===== src/rtl/fcs_pkg.sv =====
package fcs_pkg;

    localparam logic [3:0] MODE_IDLE = 4'h6;
    localparam logic [3:0] MODE_GO   = 4'hA;
    localparam logic [3:0] MODE_DONE = 4'hE;

    localparam logic [3:0] CMD_NONE = 4'h0;
    localparam logic [3:0] CMD_WORD = 4'h4;
    localparam logic [3:0] CMD_PAGE = 4'h8;
    localparam logic [3:0] CMD_BULK = 4'hA;

    localparam logic [2:0] RI_TGT  = 3'd0;
    localparam logic [2:0] RI_DAT  = 3'd1;
    localparam logic [2:0] RI_CMD  = 3'd2;
    localparam logic [2:0] RI_CTRL = 3'd3;
    localparam logic [2:0] RI_IEN  = 3'd4;
    localparam logic [2:0] RI_STAT = 3'd5;

    localparam int FB_FIN  = 0;
    localparam int FB_ADDR = 1;
    localparam int FB_SUM  = 2;
    localparam int FB_CMD  = 3;
    localparam int FB_ERR  = 4;

    typedef enum logic [1:0] {
        ARR_HOLD,
        ARR_WORD,
        ARR_PAGE,
        ARR_BULK
    } arr_op_e;

    typedef enum logic [2:0] {
        VD_RUN,
        VD_NOP,
        VD_BADCMD,
        VD_BADADDR,
        VD_LOCKED
    } verdict_e;

endpackage


===== src/rtl/fcs_decode.sv =====
module fcs_decode
    import fcs_pkg::*;
(
    input  logic [3:0] cmd,
    input  logic [2:0] tgt_hi,
    input  logic       page_ok,
    output verdict_e   verdict,
    output arr_op_e    op
);

    always_comb begin
        op      = ARR_HOLD;
        verdict = VD_NOP;
        case (cmd)
            CMD_NONE: verdict = VD_NOP;
            CMD_WORD: op = ARR_WORD;
            CMD_PAGE: op = ARR_PAGE;
            CMD_BULK: op = ARR_BULK;
            default:  verdict = VD_BADCMD;
        endcase
        if (op != ARR_HOLD) begin
            verdict = VD_RUN;
            if (op != ARR_BULK) begin
                if (tgt_hi != 3'b000) begin
                    verdict = VD_BADADDR;
                end else if (!page_ok) begin
                    verdict = VD_LOCKED;
                end
            end
        end
    end

endmodule


===== src/rtl/fcs_array.sv =====
module fcs_array
    import fcs_pkg::*;
#(
    parameter int WORDS      = 64,
    parameter int PAGE_WORDS = 8
) (
    input  logic                     clk,
    input  logic                     rst_n,
    input  arr_op_e                  op,
    input  logic [$clog2(WORDS)-1:0] word_idx,
    input  logic [31:0]              wdata,
    input  logic [$clog2(WORDS)-1:0] rd_idx,
    output logic [31:0]              rd_data
);

    localparam int IW = $clog2(WORDS);
    localparam int PB = $clog2(PAGE_WORDS);

    logic [31:0] rows [WORDS];

    for (genvar g = 0; g < WORDS; g++) begin : g_cell
        localparam logic [IW-1:0] GI = IW'(g);
        logic [31:0] cell_q;
        logic        same_page;

        assign same_page = (word_idx[IW-1:PB] == GI[IW-1:PB]);

        always_ff @(posedge clk or negedge rst_n) begin
            if (!rst_n) begin
                cell_q <= '1;
            end else begin
                case (op)
                    ARR_WORD: if (word_idx == GI) cell_q <= cell_q & wdata;
                    ARR_PAGE: if (same_page) cell_q <= '1;
                    ARR_BULK: cell_q <= '1;
                    default:  cell_q <= cell_q;
                endcase
            end
        end

        assign rows[g] = cell_q;
    end

    assign rd_data = rows[rd_idx];

endmodule


===== src/rtl/flash_cmd_seq.sv =====
module flash_cmd_seq
    import fcs_pkg::*;
#(
    parameter int ARRAY_WORDS = 64,
    parameter int PAGE_BYTES  = 32,
    parameter int PROG_CYCLES = 3,
    parameter int PAGE_CYCLES = 6,
    parameter int BULK_CYCLES = 9,
    localparam int IW         = $clog2(ARRAY_WORDS),
    localparam int PG_W       = IW + 2 - $clog2(PAGE_BYTES)
) (
    input  logic            clk,
    input  logic            rst_n,
    input  logic            reg_wr,
    input  logic [2:0]      reg_addr,
    input  logic [31:0]     reg_wdata,
    output logic [31:0]     reg_rdata,
    output logic [PG_W-1:0] lock_page,
    input  logic            page_ok,
    output logic            irq,
    input  logic [IW-1:0]   peek_idx,
    output logic [31:0]     peek_data
);

    localparam int PAGE_WORDS = PAGE_BYTES / 4;
    localparam int BYTE_AW    = IW + 2;
    localparam int PAGE_SH    = $clog2(PAGE_BYTES);
    localparam int MAX_LAT    = (BULK_CYCLES > PAGE_CYCLES)
                              ? ((BULK_CYCLES > PROG_CYCLES) ? BULK_CYCLES : PROG_CYCLES)
                              : ((PAGE_CYCLES > PROG_CYCLES) ? PAGE_CYCLES : PROG_CYCLES);
    localparam int CW         = $clog2(MAX_LAT + 1);

    typedef struct packed {
        logic [31:0]   tgt;
        logic [31:0]   wdat;
        logic [3:0]    cmd;
        logic [3:0]    mode;
        logic [4:0]    ien;
        logic [4:0]    flg;
        logic          perr;
        logic          busy;
        logic [CW-1:0] cnt;
        arr_op_e       op;
    } st_t;

    st_t      st_q, st_d;
    verdict_e dec_verdict;
    arr_op_e  dec_op;
    arr_op_e  arr_go;
    logic     fire;
    logic     commit;

    fcs_decode u_dec (
        .cmd     (st_q.cmd),
        .tgt_hi  (st_q.tgt[31:29]),
        .page_ok (page_ok),
        .verdict (dec_verdict),
        .op      (dec_op)
    );

    fcs_array #(
        .WORDS      (ARRAY_WORDS),
        .PAGE_WORDS (PAGE_WORDS)
    ) u_arr (
        .clk      (clk),
        .rst_n    (rst_n),
        .op       (arr_go),
        .word_idx (st_q.tgt[IW+1:2]),
        .wdata    (st_q.wdat),
        .rd_idx   (peek_idx),
        .rd_data  (peek_data)
    );

    assign fire   = st_q.busy && (st_q.cnt == '0);
    assign arr_go = fire ? st_q.op : ARR_HOLD;

    always_comb begin
        st_d   = st_q;
        commit = 1'b0;

        // bus writes; command-path registers are frozen while busy
        if (reg_wr) begin
            case (reg_addr)
                RI_TGT:  if (!st_q.busy) st_d.tgt  = reg_wdata;
                RI_DAT:  if (!st_q.busy) st_d.wdat = reg_wdata;
                RI_CMD:  if (!st_q.busy) st_d.cmd  = reg_wdata[3:0];
                RI_CTRL: begin
                    if (!st_q.busy) begin
                        if (reg_wdata[3:0] == MODE_GO) begin
                            commit = (st_q.mode == MODE_IDLE) || (st_q.mode == MODE_DONE);
                        end else begin
                            st_d.mode = reg_wdata[3:0];
                        end
                    end
                end
                RI_IEN:  st_d.ien = reg_wdata[4:0];
                RI_STAT: st_d.flg = st_q.flg & reg_wdata[4:0];
                default: ;
            endcase
        end

        if (commit) begin
            st_d.perr = 1'b0;
            case (dec_verdict)
                VD_RUN: begin
                    st_d.busy = 1'b1;
                    st_d.mode = MODE_GO;
                    st_d.op   = dec_op;
                    case (dec_op)
                        ARR_WORD: st_d.cnt = CW'(PROG_CYCLES - 1);
                        ARR_PAGE: st_d.cnt = CW'(PAGE_CYCLES - 1);
                        default:  st_d.cnt = CW'(BULK_CYCLES - 1);
                    endcase
                end
                VD_BADCMD: begin
                    st_d.mode         = MODE_DONE;
                    st_d.flg[FB_CMD]  = 1'b1;
                    st_d.flg[FB_ERR]  = 1'b1;
                    st_d.flg[FB_FIN]  = 1'b1;
                end
                VD_BADADDR: begin
                    st_d.mode         = MODE_DONE;
                    st_d.flg[FB_ADDR] = 1'b1;
                    st_d.flg[FB_ERR]  = 1'b1;
                    st_d.flg[FB_FIN]  = 1'b1;
                end
                VD_LOCKED: begin
                    st_d.mode         = MODE_DONE;
                    st_d.perr         = 1'b1;
                    st_d.flg[FB_ERR]  = 1'b1;
                    st_d.flg[FB_FIN]  = 1'b1;
                end
                default: begin
                    st_d.mode         = MODE_DONE;
                    st_d.flg[FB_FIN]  = 1'b1;
                end
            endcase
        end

        // running command: count down, finish after the software clear so set wins
        if (st_q.busy) begin
            if (fire) begin
                st_d.busy        = 1'b0;
                st_d.op          = ARR_HOLD;
                st_d.mode        = MODE_DONE;
                st_d.flg[FB_FIN] = 1'b1;
            end else begin
                st_d.cnt = st_q.cnt - 1'b1;
            end
        end
    end

    always_ff @(posedge clk or negedge rst_n) begin
        if (!rst_n) begin
            st_q      <= '0;
            st_q.mode <= MODE_IDLE;
            st_q.op   <= ARR_HOLD;
        end else begin
            st_q <= st_d;
        end
    end

    always_comb begin
        reg_rdata = '0;
        case (reg_addr)
            RI_TGT:  reg_rdata = st_q.tgt;
            RI_DAT:  reg_rdata = st_q.wdat;
            RI_CMD:  reg_rdata[3:0] = st_q.cmd;
            RI_CTRL: reg_rdata[3:0] = st_q.mode;
            RI_IEN:  reg_rdata[4:0] = st_q.ien;
            RI_STAT: begin
                reg_rdata[4:0] = st_q.flg;
                reg_rdata[16]  = ~st_q.busy;
                reg_rdata[17]  = st_q.perr;
            end
            default: reg_rdata = '0;
        endcase
    end

    assign lock_page = st_q.tgt[BYTE_AW-1:PAGE_SH];
    assign irq       = |(st_q.flg & st_q.ien);

endmodule


===== config.mk =====
export PLATFORM = sky130hd
export DESIGN_NAME = flash_cmd_seq
export DESIGN_NICKNAME = d
export VERILOG_FILES = /design/src/rtl/fcs_pkg.sv /design/src/rtl/fcs_decode.sv /design/src/rtl/fcs_array.sv /design/src/rtl/flash_cmd_seq.sv
export SDC_FILE = /design/constraint.sdc
export NUM_CORES = 2
export LEC_CHECK = 0
export ABC_AREA = 0
export BUFFER_PORTS_ARGS = -buffer_cell sky130_fd_sc_hd__buf_2
export CAP_MARGIN = 40
export CORE_ASPECT_RATIO = 1.2
export CORE_MARGIN = 2
export CORE_UTILIZATION = 55
export CTS_CLUSTER_SIZE = 20
export DETAILED_ROUTE_END_ITERATION = 16
export GPL_TIMING_DRIVEN = 0
export PLACE_DENSITY_LB_ADDON = 0.2
export SYNTH_ARGS = -nofsm -noshare
export SYNTH_HDL_FRONTEND = slang
export SYNTH_SLANG_ARGS = --single-unit

===== constraint.sdc =====
create_clock -name clk -period 2.59 [get_ports clk]
set_clock_uncertainty 0.2 [all_clocks]
set_input_delay 0.1295 -clock clk [delete_from_list [all_inputs] [get_ports clk]]
set_output_delay 0.1295 -clock clk [all_outputs]
set_load 0.005 [all_outputs]

# Yosys cells after proc, flatten, opt, wreduce, memory -nomap -nowiden
# Index checks and enable logic that the tools add are counted.
[word_totals]
wordCells = 570
regBits = 2138
out_inout_bits = 68
input_bits = 45
[op_classes]
n_reduce_logical = 83
bitwise = 68
n_addsub = 1
n_lt_le_gt_ge = 1
muxes = 180
n_eq_ne = 162
[op_table]
columns = ["op", "n"]
rows = [
  ["one-hot mux 32 bit (3 select lines)", 64],
  ["2-to-1 mux 32 bit", 74],
  ["AND 32 bit", 64],
  ["AND reduction 3 bit", 67],
  ["binary-select mux 32 bit (select 6 bit)", 1],
  ["equality test 6 bit (second input constant)", 32],
  ["inequality test 2 x 1 -> 1 bit (second input constant)", 72],
  ["equality test 6 x 5 -> 1 bit (second input constant)", 16],
  ["equality test 6 x 4 -> 1 bit (second input constant)", 8],
  ["2-to-1 mux 4 bit", 7],
  ["one-hot mux 14 bit (2 select lines)", 1],
  ["equality test 6 x 3 -> 1 bit (second input constant)", 4],
  ["one-hot mux 4 bit (6 select lines)", 1],
  ["one-hot mux 11 bit (2 select lines)", 1],
  ["equality test 3 bit (second input constant)", 7],
  ["equality test 3 x 2 -> 1 bit (second input constant)", 6],
  ["equality test 4 bit (second input constant)", 4],
  ["2-to-1 mux 3 bit", 5],
  ["2-to-1 mux 14 bit", 1],
  ["2-to-1 mux 7 bit", 2],
  ["equality test 6 x 2 -> 1 bit (second input constant)", 2],
  ["2-to-1 mux 1 bit", 12],
  ["one-hot mux 2 bit (3 select lines)", 2],
  ["AND 5 bit", 2],
  ["26 further kinds", 40],
]

# Logic depth before layout (Yosys ltp)
[depth]
word_depth = 10
depth_mapped = 11
ltp_nobuf = 9

# Hierarchy
# From an unflattened synthesis, not the netlist that was laid out.
[unflattened]
hier_cells = 8605
area_unflattened_um2 = 95943.3
[by_module_without_submodules]
columns = ["module", "area_each_um2", "cells_each", "instances"]
rows = [
  ["fcs_array", 91537.8, 8265, 1],
  ["flash_cmd_seq", 4276.6, 323, 1],
  ["fcs_decode", 128.9, 17, 1],
]

# Worst setup path after synthesis
# No wires, ideal clock.
[synth_timing]
path_kind = "register -> register"
from = "reg st_q[24] in the netlist's numbering"
to = "reg st_q[4] in the netlist's numbering"
required_time_ns = 2.267
n_path_buf = 1
path_slack_ns = 0.260
stages_incl_launch_ff = 9
arrival_ns = 2.007
path_cell_list = "dfrtp_1 nand3b_1 a21oi_1 inv_1 ha_1 o21bai_1 or2_2 clkbuf_1 o221a_2"
[synth_rtl]
columns = ["element", "line", "text"]
rows = [
  ["start, declared", "flash_cmd_seq.sv:46", "st_t st_q, st_d;"],
  ["start signal, assigned", "flash_cmd_seq.sv:159", "st_q <= st_d;"],
]

# Final worst setup path
[layout_timing]
from = "reg u_arr.g_cell[59].cell_q[13]"
to = "out peek_data[13]"
[layout_via]
elab_chain_len = 3
[layout_lines]
columns = ["element", "line", "text"]
rows = [
  ["start, declared", "fcs_array.sv:23", "logic [31:0] cell_q;"],
  ["start signal, assigned", "fcs_array.sv:33", "ARR_WORD: if (word_idx == GI) cell_q <= cell_q & wdata;"],
  ["start signal, assigned", "fcs_array.sv:36", "default: cell_q <= cell_q;"],
  ["binary-select mux 32 bit (select 6 bit)", "fcs_array.sv:44", "assign rd_data = rows[rd_idx];"],
  ["2-to-1 mux 32 bit (not written as such) (2 in a row)", "fcs_array.sv:44", ""],
  ["end, declared", "flash_cmd_seq.sv:22", "output logic [31:0] peek_data"],
]
# Every way passes these cells. The select of a mux whose other input is x is not followed.

==> results.sh <==
export IMPL_insertion_delay_ns=0.91
export IMPL_p_per_area_mw_per_mm2=640
export IMPL_antenna_found_initial=55
export IMPL_synth_distinct_cells=67
export IMPL_synth_area_top_cells="dfstp_2 56%, mux4_2 11%, o21ai_0 9.9%"
export IMPL_yosysWarnings=0
export IMPL_path_clk_slew_ns=0.06
export IMPL_violations="setup timing"
export IMPL_finalNetCount=9538
export IMPL_port_buffers=106
export IMPL_p_total_mw=78.4
export IMPL_yosysSeqAreaShare_pct=57.8
export IMPL_ant_nets=0
export IMPL_drcViolationCount=0
export IMPL_num_vias=86635
export IMPL_setup_ws_ns=-0.763
export IMPL_post_drt_wl_per_cell_um=42.8
export IMPL_async_reset_ff_share_pct=100
export IMPL_slowest_delay_ns=0.53
export IMPL_holdCritPathClass="in -> reg"
export IMPL_ctsHtreeMaxLevel=4
export IMPL_synth_largest_area_cell="dfstp_2"
export IMPL_ys_ff_latch=2138
export IMPL_overflow=0
export IMPL_first_iter_violations=12931
export IMPL_routed_via_density=7.21
export IMPL_grt_max_degree=175
export IMPL_final_core_util_pct=70.0
export IMPL_drt_pass1_iterations=9
export IMPL_status="finished with violations"
export IMPL_io_pins=113
export IMPL_pre_cts_slack_ns=-2.15
export IMPL_grt_pass1_wl_um=685000
export IMPL_drive_above_1_share_pct=51.0
export IMPL_p_leak_nw=56.9
export IMPL_yosysMostFrequentCell="dfstp_2"
export IMPL_cts_buffers=213
export IMPL_final_max_slew_viol_count=0
export IMPL_worst_pin_slew_ns=1.13
export IMPL_fp_row_count=168
export IMPL_worst_setup_path_type="reg -> out"
export IMPL_worst_setup_path_startpoint="u_arr.g_cell[59].cell_q[13]"
export IMPL_setup_tns_ns=-275.32
export IMPL_slew_headroom_pct=24.6
export IMPL_rsz0062_at_grt="yes"
export IMPL_crit_buf_inv=2
export IMPL_synthToLayoutAreaGrowth_pct=26.3
export IMPL_crit_path_cell_trace="mux2i_1 > a22o_1 > a21oi_2 > a311oi_2 > buf_4 > nor4_4 > buf_2"
export IMPL_crit_fanout=2
export IMPL_r2r_start="st_q[6]"
export IMPL_cts_tree="done"
export IMPL_mappedNetlistArea_mm2=0.0970
export IMPL_synthCells=8653
export IMPL_cp_required_ns=2.26
export IMPL_max_cap_violations=0
export IMPL_worstHoldStart="reg_addr[0]"
export IMPL_yosys_top_cells_count="2050 x dfstp_2, 2036 x nand2_1, 1909 x o21ai_0"
export IMPL_netlist_area_leader_share_pct=55.6
export IMPL_ctsLongestPathBuffers=3
export IMPL_setup_violations_final=2031
export IMPL_die_w_um=387
export IMPL_synth_fp_nets=8704
export IMPL_core_area_mm2=0.175
export IMPL_start_util_pct=55.4
export IMPL_final_min_clock_period_ns=3.35
export IMPL_startpoint_type="flop"
export IMPL_routabilityCongestion=1.08
export IMPL_dp_hpwl_um=366000
export IMPL_synth_main_ff_cell="dfstp_2"
export IMPL_hold_viol_final=0
export IMPL_root_buffer="clkbuf_16"
export IMPL_fin_crit_sh_pct=129
export IMPL_track_usage_pct=56.2
export IMPL_n_fill_cell=12427
export IMPL_wirelength_um=514000
export IMPL_worstSetupEndpointType="output pin"
export IMPL_postSynthAreaPerCell_um2=11.2
export IMPL_grt_pass1_vias=82382
export IMPL_cpLargestDelayFamily="compound AO/OA/AOI/OAI gates"
export IMPL_cp_slowest_cell="dfstp_2"
export IMPL_synth_edf_count=0
export IMPL_die_y_um=464
export IMPL_fmax_ghz=0.298
export IMPL_cts_sinks=2138
export IMPL_vdd_drop_max_uv=790
export IMPL_reg2reg_slack_ns=-0.33
export IMPL_die_area_mm2=0.180
export IMPL_cp_arrival_ns=3.02
-- worst reg2reg max path, cell delays in order (launching register included) --
cell     delay (ns)
dfrtp_2        0.49
nor2b_1        0.68
nand2_1        0.51
buf_1          0.50
mux2_2         0.42
-- placed cells by master, fill, tap and decap left out, types with 88 or more instances in the layout --
cell type  synthesis  final
buf_12             0    187
buf_16             0    106
buf_2            175    156
buf_4             53    176
buf_6            128    168
buf_8              0     91
clkbuf_1         511    353
clkbuf_16          0    255
clkbuf_2           1     90
dfstp_2         2050   2050
mux2_2            90     88
mux2i_1          117    109
mux4_2           468    468
nand2_1         2036   1590
nand2_2          100    454
nand2_4            0     91
nor2_1           109     99
o21ai_0         1909   1754
o21ai_1          212    311
-- report_power, final --
group          switching [mW]  leakage (nW)  internal [mW]
registers               0.309          22.2           33.8
logic                    9.19          31.2           2.61
clock network            14.4          3.56           18.0
-- area by class of cell --
type                    instances  area, um2  share of cell area (%)
clock buffers                 324       6380                    5.21
flip-flops and latches       2138      56100                    45.8
plain buffers                 870       7550                    6.17
repair buffers                635       8860                    7.24
inverters                       5       18.8                  0.0153
multi-input cells            5624      39700                    32.5
diodes                         52        130                   0.106
clock inverters                69        811                   0.662
well taps                    2295       2870                    2.35
-- what timing repair did --
action,in CTS,in global routing
setup buffers,66,60
endpoints found under the setup margin,2153,2631
gates cloned,76,41
gates resized for setup,1513,679
pin swaps,90,63
hold buffers,90,0
hold endpoints to repair,424,0
-- flip-flops by register name, indices dropped and copies added, names as in the netlist --
signal               flops
u_arr.g_cell.cell_q   2048
st_q                    87
lock_page                3
-- cells by family (layout without fill, tap and decap cells) --
family / count (synthesis) / count (layout) / share of synthesized area (%)
and+or+nand+nor: 2494 / 2494 / 10.6
muxes: 675 / 675 / 13.1
AOI/OAI and AO/OA: 2449 / 2449 / 13.5
DFF: 2138 / 2138 / 57.8
buffers and inverters: 891 / 1903 / 4.87
adders and majority gates: 6 / 6 / 0.0774
other: 0 / 52 / 0
-- metal layers --
layer	vias to the layer above	GRT usage (%)	part of all wire [%]
met5	-	0.267	0.034
li1	32042	-	-
met3	2575	29.0	16
met1	43914	64.9	32
met4	26	47.8	12
met2	8078	76.8	40
-- final timing paths --
path	to	cells past startpoint
setup reg to reg	lock_page[2]	4
hold reg to reg	u_arr.g_cell[0].cell_q[27]	2
max in group asynchronous	u_arr.g_cell[35].cell_q[15]	14
hold / removal	st_q[22]	4
min in group asynchronous	u_arr.g_cell[56].cell_q[29]	10
setup / recovery	peek_data[13]	7
-- metrics by stage --
stage / instances / area (um2) / hold slack, ns
floorplan: 8653 / 97000 / -0.366
global placement: 11054 / 100000 / 0.175
detailed placement: 11248 / 103000 / -0.220
CTS: 11857 / 119000 / 0.0604
global route: 11962 / 122000 / 0.0343
finish: 12012 / 122000 / 0.0185
No activity file was read; power rests on OpenSTA's default activity.
